--- src/rtl/audfifo_pkg.sv ---
package audfifo_pkg;
  localparam int NUM_Q = 4;          // phase*2 + direction
  localparam int ST_W = 5;

  typedef enum logic [3:0] {
    CMD_NOP      = 4'd0,
    CMD_Q_ON     = 4'd1,
    CMD_Q_OFF    = 4'd2,
    CMD_SET_THR  = 4'd3,
    CMD_IRQ_ON   = 4'd4,
    CMD_IRQ_OFF  = 4'd5,
    CMD_CLR      = 4'd6,
    CMD_PUSH_TX  = 4'd7,
    CMD_POP_RX   = 4'd8
  } cmd_e;

  typedef struct packed {
    logic [NUM_Q-1:0] push;
    logic [NUM_Q-1:0] pop;
    logic [NUM_Q-1:0] flush;
  } q_strobe_t;
endpackage

--- src/rtl/audfifo_dp.sv ---
module audfifo_dp
  import audfifo_pkg::*;
#(
  parameter int DEPTH = 16,
  parameter int DW = 32,
  parameter int LW = $clog2(DEPTH + 1)
) (
  input  logic          clk,
  input  logic          rstN,
  input  q_strobe_t     stb,
  input  logic [DW-1:0] rxData,
  input  logic [DW-1:0] txWrData,
  output logic [LW-1:0] lvl  [NUM_Q],
  output logic [DW-1:0] head [NUM_Q]
);
  localparam int AW = $clog2(DEPTH);

  for (genvar q = 0; q < NUM_Q; q++) begin : g_q
    logic [DW-1:0] mem [DEPTH];
    logic [AW-1:0] wrPtr, rdPtr;
    logic [LW-1:0] cnt;
    logic [DW-1:0] wrData;

    // even queues receive from the serializer, odd queues from the processor
    if (q % 2 == 0) begin : g_rx
      assign wrData = rxData;
    end else begin : g_tx
      assign wrData = txWrData;
    end

    always_ff @(posedge clk or negedge rstN) begin
      if (!rstN) begin
        wrPtr <= '0;
        rdPtr <= '0;
        cnt   <= '0;
      end else if (stb.flush[q]) begin
        wrPtr <= '0;
        rdPtr <= '0;
        cnt   <= '0;
      end else begin
        if (stb.push[q]) wrPtr <= wrPtr + 1'b1;
        if (stb.pop[q])  rdPtr <= rdPtr + 1'b1;
        cnt <= cnt + LW'(stb.push[q]) - LW'(stb.pop[q]);
      end
    end

    always_ff @(posedge clk) begin
      if (stb.push[q] && !stb.flush[q]) mem[wrPtr] <= wrData;
    end

    assign lvl[q]  = cnt;
    assign head[q] = mem[rdPtr];

    a_r12_level_bound: assert property (@(posedge clk) disable iff (!rstN)
      cnt <= LW'(DEPTH));
    a_r12_no_pop_empty: assert property (@(posedge clk) disable iff (!rstN)
      stb.pop[q] |-> cnt != '0);
    a_r6_no_push_full: assert property (@(posedge clk) disable iff (!rstN)
      stb.push[q] |-> cnt != LW'(DEPTH));
    a_r2_flush_empties: assert property (@(posedge clk) disable iff (!rstN)
      stb.flush[q] |=> cnt == '0);
  end
endmodule

--- src/rtl/audfifo_ctrl.sv ---
module audfifo_ctrl
  import audfifo_pkg::*;
#(
  parameter int DEPTH = 16,
  parameter int DW = 32,
  parameter int LW = $clog2(DEPTH + 1),
  parameter int MIN_THR = 1
) (
  input  logic          clk,
  input  logic          rstN,
  input  logic          cmdValid,
  input  logic [3:0]    cmdCode,
  input  logic          cmdPhase,
  input  logic          cmdDir,
  input  logic [DW-1:0] cmdData,
  input  logic          rxValid,
  input  logic          rxPhase,
  input  logic          txReq,
  input  logic          txPhase,
  input  logic          frameErr,
  input  logic          frameErrPhase,
  input  logic [LW-1:0] lvl [NUM_Q],
  output q_strobe_t     stb,
  output logic          txServe,
  output logic          thrOvf,
  output logic          thrUnf,
  output logic [NUM_Q-1:0]  fifoEn,
  output logic [2*ST_W-1:0] statusWord,
  output logic [2*ST_W-1:0] irqMask,
  output logic          irq
);
  cmd_e cmd;
  logic [1:0] rIdx, tIdx, cIdx, cRx, cTx;
  logic [NUM_Q-1:0] en;
  logic [LW-1:0] thr [NUM_Q];
  logic [ST_W-1:0] mask [2];
  logic [2:0] sticky [2];      // [0] overrun, [1] underrun, [2] framing
  logic [1:0] ovrEvt, unrEvt;

  assign cmd  = cmd_e'(cmdCode);
  assign rIdx = {rxPhase, 1'b0};
  assign tIdx = {txPhase, 1'b1};
  assign cIdx = {cmdPhase, cmdDir};
  assign cRx  = {cmdPhase, 1'b0};
  assign cTx  = {cmdPhase, 1'b1};

  always_comb begin
    stb = '0;
    ovrEvt = '0;
    unrEvt = '0;
    txServe = 1'b0;
    if (rxValid && en[rIdx]) begin
      if (lvl[rIdx] == LW'(DEPTH)) ovrEvt[rxPhase] = 1'b1;
      else stb.push[rIdx] = 1'b1;
    end
    if (txReq && en[tIdx]) begin
      if (lvl[tIdx] == '0) unrEvt[txPhase] = 1'b1;
      else begin
        stb.pop[tIdx] = 1'b1;
        txServe = 1'b1;
      end
    end
    if (cmdValid) begin
      case (cmd)
        CMD_Q_OFF: begin
          stb.flush[cRx] = cmdData[0];
          stb.flush[cTx] = cmdData[1];
        end
        CMD_PUSH_TX: if (en[cTx] && lvl[cTx] != LW'(DEPTH)) stb.push[cTx] = 1'b1;
        CMD_POP_RX:  if (en[cRx] && lvl[cRx] != '0) stb.pop[cRx] = 1'b1;
        default: ;
      endcase
    end
  end

  always_ff @(posedge clk or negedge rstN) begin
    if (!rstN) begin
      en <= '0;
      thrOvf <= 1'b0;
      thrUnf <= 1'b0;
      for (int q = 0; q < NUM_Q; q++) thr[q] <= LW'(DEPTH / 2);
      for (int p = 0; p < 2; p++) begin
        mask[p] <= '0;
        sticky[p] <= '0;
      end
    end else begin
      thrOvf <= 1'b0;
      thrUnf <= 1'b0;
      for (int p = 0; p < 2; p++) begin
        logic [2:0] clr;
        clr = (cmdValid && cmd == CMD_CLR && cmdPhase == p[0]) ? cmdData[4:2] : 3'b0;
        sticky[p] <= (sticky[p] & ~clr) | {frameErr && frameErrPhase == p[0], unrEvt[p], ovrEvt[p]};
      end
      if (cmdValid) begin
        case (cmd)
          CMD_Q_ON: begin
            if (cmdData[0]) en[cRx] <= 1'b1;
            if (cmdData[1]) en[cTx] <= 1'b1;
          end
          CMD_Q_OFF: begin
            if (cmdData[0]) en[cRx] <= 1'b0;
            if (cmdData[1]) en[cTx] <= 1'b0;
          end
          CMD_SET_THR: begin
            if (cmdData > DW'(DEPTH)) thrOvf <= 1'b1;
            else if (cmdData < DW'(MIN_THR)) thrUnf <= 1'b1;
            else thr[cIdx] <= cmdData[LW-1:0];
          end
          CMD_IRQ_ON:  mask[cmdPhase] <= mask[cmdPhase] | cmdData[ST_W-1:0];
          CMD_IRQ_OFF: mask[cmdPhase] <= mask[cmdPhase] & ~cmdData[ST_W-1:0];
          default: ;
        endcase
      end
    end
  end

  for (genvar p = 0; p < 2; p++) begin : g_st
    localparam int RQ = 2 * p;
    localparam int TQ = 2 * p + 1;
    logic rxFull, txEmpty;
    assign rxFull  = en[RQ] && lvl[RQ] >= thr[RQ];
    assign txEmpty = en[TQ] && lvl[TQ] <= thr[TQ];
    assign statusWord[p*ST_W +: ST_W] = {sticky[p], txEmpty, rxFull};
    assign irqMask[p*ST_W +: ST_W] = mask[p];

    a_r6_ovr_sticky: assert property (@(posedge clk) disable iff (!rstN)
      sticky[p][0] && !(cmdValid && cmd == CMD_CLR && cmdPhase == p[0]) |=> sticky[p][0]);
    a_r7_underrun_sets: assert property (@(posedge clk) disable iff (!rstN)
      txReq && txPhase == p[0] && en[TQ] && lvl[TQ] == '0 |=> sticky[p][1]);
  end

  assign fifoEn = en;
  assign irq = |(statusWord & irqMask);

  a_r3_err_exclusive: assert property (@(posedge clk) disable iff (!rstN)
    !(thrOvf && thrUnf));
  a_r3_err_after_cmd: assert property (@(posedge clk) disable iff (!rstN)
    (thrOvf || thrUnf) |-> $past(cmdValid) && $past(cmdCode) == CMD_SET_THR);
  a_r11_irq_masked: assert property (@(posedge clk) disable iff (!rstN)
    irqMask == '0 |-> !irq);
endmodule

--- src/rtl/audio_phase_fifo.sv ---
module audio_phase_fifo
  import audfifo_pkg::*;
#(
  parameter int DEPTH = 16,
  parameter int DW = 32,
  parameter int MIN_THR = 1,
  localparam int LW = $clog2(DEPTH + 1)
) (
  input  logic          clk,
  input  logic          rstN,
  input  logic          cmdValid,
  input  logic [3:0]    cmdCode,
  input  logic          cmdPhase,
  input  logic          cmdDir,
  input  logic [DW-1:0] cmdData,
  output logic [DW-1:0] cpuRxData,
  output logic          thrOvfErr,
  output logic          thrUnfErr,
  input  logic          rxValid,
  input  logic          rxPhase,
  input  logic [DW-1:0] rxSample,
  input  logic          txReq,
  input  logic          txPhase,
  output logic [DW-1:0] txSample,
  input  logic          frameErr,
  input  logic          frameErrPhase,
  input  logic          lvlPhase,
  input  logic          lvlDir,
  output logic [LW-1:0] lvlOut,
  output logic [NUM_Q-1:0]  fifoEn,
  output logic [2*ST_W-1:0] statusWord,
  output logic [2*ST_W-1:0] irqMask,
  output logic          irq
);
  q_strobe_t stb;
  logic [LW-1:0] lvl [NUM_Q];
  logic [DW-1:0] head [NUM_Q];
  logic txServe;

  audfifo_ctrl #(.DEPTH(DEPTH), .DW(DW), .LW(LW), .MIN_THR(MIN_THR)) i_ctrl (
    .clk, .rstN, .cmdValid, .cmdCode, .cmdPhase, .cmdDir, .cmdData,
    .rxValid, .rxPhase, .txReq, .txPhase, .frameErr, .frameErrPhase,
    .lvl, .stb, .txServe, .thrOvf(thrOvfErr), .thrUnf(thrUnfErr),
    .fifoEn, .statusWord, .irqMask, .irq
  );

  audfifo_dp #(.DEPTH(DEPTH), .DW(DW), .LW(LW)) i_dp (
    .clk, .rstN, .stb, .rxData(rxSample), .txWrData(cmdData), .lvl, .head
  );

  assign txSample  = txServe ? head[{txPhase, 1'b1}] : '0;
  assign cpuRxData = head[{cmdPhase, 1'b0}];
  assign lvlOut    = lvl[{lvlPhase, lvlDir}];
endmodule

--- config.mk ---
export PLATFORM = sky130hd
export DESIGN_NAME = audio_phase_fifo
export DESIGN_NICKNAME = d
export VERILOG_FILES = /design/src/rtl/audfifo_pkg.sv /design/src/rtl/audfifo_dp.sv /design/src/rtl/audfifo_ctrl.sv /design/src/rtl/audio_phase_fifo.sv
export SDC_FILE = /design/constraint.sdc
export NUM_CORES = 2
export LEC_CHECK = 0
export BUFFER_PORTS_ARGS = -buffer_cell sky130_fd_sc_hd__buf_4
export CORE_MARGIN = 2
export CORE_UTILIZATION = 60
export DETAILED_ROUTE_END_ITERATION = 8
export PLACE_DENSITY = 0.88
export SLEW_MARGIN = 20
export SYNTH_ARGS = -nofsm -noshare
export SYNTH_HDL_FRONTEND = slang
export SYNTH_SLANG_ARGS = --single-unit
export TNS_END_PERCENT = 10
--- constraint.sdc ---
create_clock -name clk -period 10.2 [get_ports clk]
set_clock_uncertainty 0.2 [all_clocks]
set_input_delay 1.53 -clock clk [delete_from_list [all_inputs] [get_ports clk]]
set_output_delay 1.53 -clock clk [all_outputs]
set_load 0.05 [all_outputs]
# After elaboration in Yosys (flattened, before gate mapping)
# Memory sizes are Yosys's and may differ from the RTL's.
# Index checks and enable logic that the tools add are counted.
# word_totals
register_bits,94
ramBits,2048
in_bits,81
mem_count,4
# memory_table
name,words,word_bits,read_ports,rd_ports_with_merged_regs,write_ports,line,source
i_dp.g_q[0].mem,16,32,1,0,1,audfifo_dp.sv:19,logic [DW-1:0] mem [DEPTH];
i_dp.g_q[1].mem,16,32,1,0,1,audfifo_dp.sv:19,
i_dp.g_q[2].mem,16,32,1,0,1,audfifo_dp.sv:19,
i_dp.g_q[3].mem,16,32,1,0,1,audfifo_dp.sv:19,
# op_classes
addsub,16
magnitude_cmp,27
eq_ne,10
muxes,116
bitwise,30
n_reduce_logical,45
# op_table
op,n
$mux W32,5
$bmux W32 S2,2
$mux W4,32
$mux W5,19
$bmux W5 S2,5
$add A4 B1 Y4 const B,8
$gt A32 B5 Y1 const B,1
$lt A32 B1 Y1 const B,1
$mux W1,31
$logic_and A1 B1 Y1,25
$add A5 B1 Y5,4
$bwmux W10,2
$bwmux W20,1
$pmux W10 S2,1
$reduce_bool A2 Y1,10
$sub A5 B1 Y5,4
$ge A3 B3 Y1 const B,6
$not A2 Y3,6
$eq A4 B3 Y1 const B,4
$lt A2 B3 Y1 const B,4
$mux W12,1
$and A10 B10 Y10,1
$demux W5 S2,1
$ge A5 B5 Y1,2
other kinds (38),68

# Longest topological paths before layout
# logic_depth
word_depth,15
ltp_mapped,15

# By module
# A second synthesis with hierarchy kept.
# hier_totals
cells_unflattened,3915
area_unflattened_um2,83632.7
# by_module_without_submodules
mod,instances,cells_per_inst,area_per_inst_um2
audfifo_dp,1,3520,79834.1
audfifo_ctrl,1,282,2702.6
audio_phase_fifo,1,113,1096.1

# Worst setup path before layout
# OpenSTA, ideal clock, no wires.
# synth_path
path_kind,input to register
from,input cmdValid
to,"memory i_dp.g_q[0].mem[0][0], enable pin"
t_arrival_ns,5.445
path_slack_ns,4.053
path_stages,6
n_path_buf,2
cell_sequence,buf_2 nor2b_1 and3_1 clkbuf_1 nand2b_1 nor4_1
# synth_via
elab_chain_cells,5
# synth_rtl
item,line,source
"start, declared",audio_phase_fifo.sv:11,"input logic cmdValid,"
$mux W12 (*),audfifo_ctrl.sv:63,if (cmdValid) begin
$logic_not A1 Y1,audfifo_dp.sv:48,if (stb.push[q] && !stb.flush[q]) mem[wrPtr] <= wrData;
$logic_and A1 B1 Y1 (*),audfifo_dp.sv:48,
$mux W1 (*),audfifo_dp.sv:48,
$mux W1 (implied by the code) (*),audfifo_dp.sv:48,
"end, declared",audfifo_dp.sv:19,
# Mark *: on every way between the ends. The rest lies on a longest branch, timed or not.

# Worst setup path after layout
# layout_path
from,register i_dp.g_q[1].rdPtr[1]
to,output txSample[0]
# layout_via
elab_chain_cells,5
# layout_rtl
item,line,source
"start, declared",audfifo_dp.sv:20,"logic [AW-1:0] wrPtr, rdPtr;"
"start signal, assigned",audfifo_dp.sv:42,if (stb.pop[q]) rdPtr <= rdPtr + 1'b1;
$mem_v2 Z16 W32,n/a,
$bmux W32 S2,audio_phase_fifo.sv:51,"assign txSample = txServe ? head[{txPhase, 1'b1}] : '0;"
$mux W32 (implied by the code) (2 in a row),audio_phase_fifo.sv:51,
$mux W32,audio_phase_fifo.sv:51,
"end, declared",audio_phase_fifo.sv:24,"output logic [DW-1:0] txSample,"
# No other way between the ends. The select of a mux whose other input is x is not followed.

==> results.sh <==
export IMPL_status="finished clean"
export IMPL_crit_path_start_kind="flop"
export IMPL_grt_max_degree=100
export IMPL_drc=0
export IMPL_critical_path_class="reg2out"
export IMPL_cts_tree="yes"
export IMPL_yosysWarnings=0
export IMPL_drtAntennaViolNets=0
export IMPL_synth_main_ff_cell="edfxtp_1"
export IMPL_slew_headroom_pct=21.3
export IMPL_finalNetCount=4574
export IMPL_final_cells=6477
export IMPL_portBuffers=176
export IMPL_slowest_delay_ns=0.99
export IMPL_min_from="i_ctrl.thr[19]$_DFFE_PN0P_"
export IMPL_cts_htree_levels=4
export IMPL_cp_num_buf_inv=2
export IMPL_syn_area_per_cell_um2=20.1
export IMPL_fin_crit_sh_pct=65.8
export IMPL_r2r_setup_slack_ns=6.23
export IMPL_synth_cell_types=65
export IMPL_finalHoldViolCount=0
export IMPL_end_kind="output pin"
export IMPL_fillerInstances=7816
export IMPL_syn_nets=4344
export IMPL_dr_pass1_iters=9
export IMPL_root_buffer="clkbuf_16"
export IMPL_setup_viol=0
export IMPL_crit_fanout=54
export IMPL_crit_required_ns=8.47
export IMPL_dp_cells=6104
export IMPL_dieWidth_um=379
export IMPL_insertion_delay_ns=0.86
export IMPL_cp_slowest_cell="dfrtp_4"
export IMPL_power_density_nw_per_um2=239
export IMPL_routabilityCongestion=0.899
export IMPL_post_route_util_pct=67.7
export IMPL_numCtsBuffers=198
export IMPL_finalWirelength_um=250000
export IMPL_clk_pin_slew_ns=0.07
export IMPL_std_cell_rows=137
export IMPL_synth_seq_cells=2142
export IMPL_areaGrowthSynthToFinish_pct=11.9
export IMPL_fin_crit_ns=6.72
export IMPL_synthCells=4199
export IMPL_min_delay_path_depth=1
export IMPL_wl_per_cell_um=38.6
export IMPL_hold_path_class="reg2reg"
export IMPL_power_leakage_nw=30.4
export IMPL_async_flop_share_pct=4.39
export IMPL_finalMaxSlewViolations=0
export IMPL_ys_seq_area_share_pct=75.6
export IMPL_fin_tns_setup_ns=0
export IMPL_hold_buffers=0
export IMPL_setup_ws_ns=3.48
export IMPL_worstPathCellList="buf_4 -> mux4_2 -> nand2_1 -> nand2_1 -> o211ai_1 -> o221ai_1 -> buf_4"
export IMPL_via_per_inst=7.39
export IMPL_tightest_slew_ns=1.18
export IMPL_holdPathEnd="i_ctrl.thr[19]$_DFFE_PN0P_"
export IMPL_clk_path_buf_depth=3
export IMPL_r2r_cells=13
export IMPL_drt_iter0_drc=9243
export IMPL_grt_usage_pct=34.9
export IMPL_synth_edf_count=2048
export IMPL_grt_pass1_wl_um=350000
export IMPL_grt_ovfl_total=0
export IMPL_crit_family="compound AO/OA/AOI/OAI gates"
export IMPL_syn_area_um2=84400
export IMPL_dieArea_um2=144000
export IMPL_cp_arrival_ns=4.99
export IMPL_ir_worst_vdd_mv=0.221
export IMPL_ctsResizeCount=0
export IMPL_antenna_found_initial=18
export IMPL_coreArea_um2=140000
export IMPL_post_cts_buffers=0
export IMPL_num_vias=47877
export IMPL_io_pins=177
export IMPL_die_y_um=379
export IMPL_pre_cts_slack_ns=4.67
export IMPL_r2r_start="i_dp.g_q[1].cnt[1]$_DFF_PN0_"
export IMPL_grt_pass1_vias=48499
export IMPL_place_hpwl_um=123000
export IMPL_start_util_pct=60.5
export IMPL_r2r_end="i_dp.g_q[1].cnt[4]$_DFF_PN0_"
export IMPL_rsz0062_at_grt="false"
export IMPL_drive_gt1_share_pct=25.3
export IMPL_drv_cap=0
export IMPL_max_freq_ghz=0.149
export IMPL_clock_sink_count=2142
## metrics by stage
step                power [W]  hold slack (ns)  area, um^2
floorplan              0.0136            0.279       84400
global placement       0.0148            0.292       88000
detailed placement     0.0150            0.294       88000
CTS                    0.0224            0.308       94400
global route           0.0231            0.319       94500
finish                 0.0226            0.308       94500
## sequential cells by signal (all words and copies together) (netlist names), named ones only
name / count
i_dp.g_q.wrPtr: 16
i_dp.g_q.cnt: 20
i_ctrl.thrOvf: 1
i_dp.g_q.mem: 2048
i_ctrl.irqMask: 10
i_ctrl.thrUnf: 1
i_ctrl.thr: 20
i_ctrl.statusWord: 6
i_dp.g_q.rdPtr: 16
## cell type report
type | count | area, um^2 | area share [%]
Clock buffer | 249 | 5210 | 5.51
Clock inverter | 112 | 1180 | 1.25
Multi-Input combinational cell | 1731 | 19400 | 20.5
Antenna cell | 11 | 27.5 | 0.0291
Inverter | 78 | 298 | 0.315
Timing Repair Buffer | 278 | 2140 | 2.26
Sequential cell | 2142 | 63900 | 67.6
Tap cell | 1876 | 2350 | 2.48
## cells in the final DEF, fill, tap and decap left out, types with 23 or more instances in the layout
| cell | count |
|---|---|
| clkinv_1 | 34 |
| mux2i_1 | 98 |
| clkbuf_1 | 47 |
| clkinv_2 | 35 |
| a2bb2oi_1 | 30 |
| mux2_2 | 38 |
| a31oi_1 | 42 |
| a22o_1 | 42 |
| clkbuf_16 | 200 |
| o211ai_1 | 33 |
| nor2_1 | 61 |
| nand3_1 | 48 |
| dfrtp_1 | 79 |
| a22oi_1 | 29 |
| xor2_1 | 23 |
| inv_1 | 73 |
| edfxtp_1 | 2048 |
| mux4_2 | 465 |
| o21ai_0 | 127 |
| a221o_1 | 31 |
| buf_4 | 274 |
| o22ai_1 | 29 |
| a21oi_1 | 117 |
| ha_1 | 60 |
| nand2_1 | 159 |
| nor3_1 | 35 |
## metal layers
| metal | share of wire [%] | track usage, % |
|---|---|---|
| met4 | 8.1 | 23.0 |
| met3 | 15 | 10.5 |
| met5 | 0.026 | 0 |
| met1 | 29 | 40.9 |
| met2 | 48 | 56.2 |
## synthesized netlist by cell type (30+ instances only)
library cell | n | area share, %
o211ai_1 | 33 | 0.29
dfrtp_1 | 90 | 2.7
a2bb2oi_1 | 30 | 0.31
inv_1 | 75 | 0.33
nand3_1 | 48 | 0.28
mux2i_1 | 98 | 1.2
ha_1 | 60 | 0.89
a22o_1 | 42 | 0.44
o21ai_0 | 127 | 0.75
a221o_1 | 31 | 0.37
clkbuf_1 | 120 | 0.53
nor2_1 | 79 | 0.35
a31oi_1 | 42 | 0.31
mux2_2 | 38 | 0.51
buf_2 | 59 | 0.35
mux4_2 | 465 | 12
a21oi_1 | 117 | 0.69
edfxtp_1 | 2048 | 73
and2_1 | 32 | 0.24
nor3_1 | 51 | 0.30
nand2_1 | 159 | 0.71
## cells by family (layout without fill, tap and decap cells)
kind of cell    Yosys count  in the layout  synth area share [%]
flops                  2142           2142                  75.6
mux                     601            601                  14.1
compound gates          550            550                  4.29
simple gates            477            477                  2.80
buf+inv                 326            717                  1.81
fa+ha+maj                64             64                 0.984
xor+xnor                 39             39                 0.405
other cells               0             11                     0
## power breakdown
part / switching, W / internal [W] / leakage, nW
combinational: 0.00298 / 0.00193 / 7.75
sequential: 0.000440 / 0.00982 / 19.6
clock: 0.00343 / 0.00401 / 3.08
## how the worst max path moves through the flow
stage | startpoint | to | cells past startpoint
floorplan | cmdValid | i_dp.g_q[0].mem[0][0]$_DFFE_PP_ | 6
global placement | txPhase | txSample[10] | 10
detailed placement | txPhase | txSample[25] | 10
CTS | i_dp.g_q[1].rdPtr[1]$_DFFE_PN0P_ | txSample[0] | 7
global route | i_dp.g_q[1].rdPtr[1]$_DFFE_PN0P_ | txSample[0] | 7
finish | i_dp.g_q[1].rdPtr[1]$_DFFE_PN0P_ | txSample[0] | 7
Power figures use the tool's default switching activity.
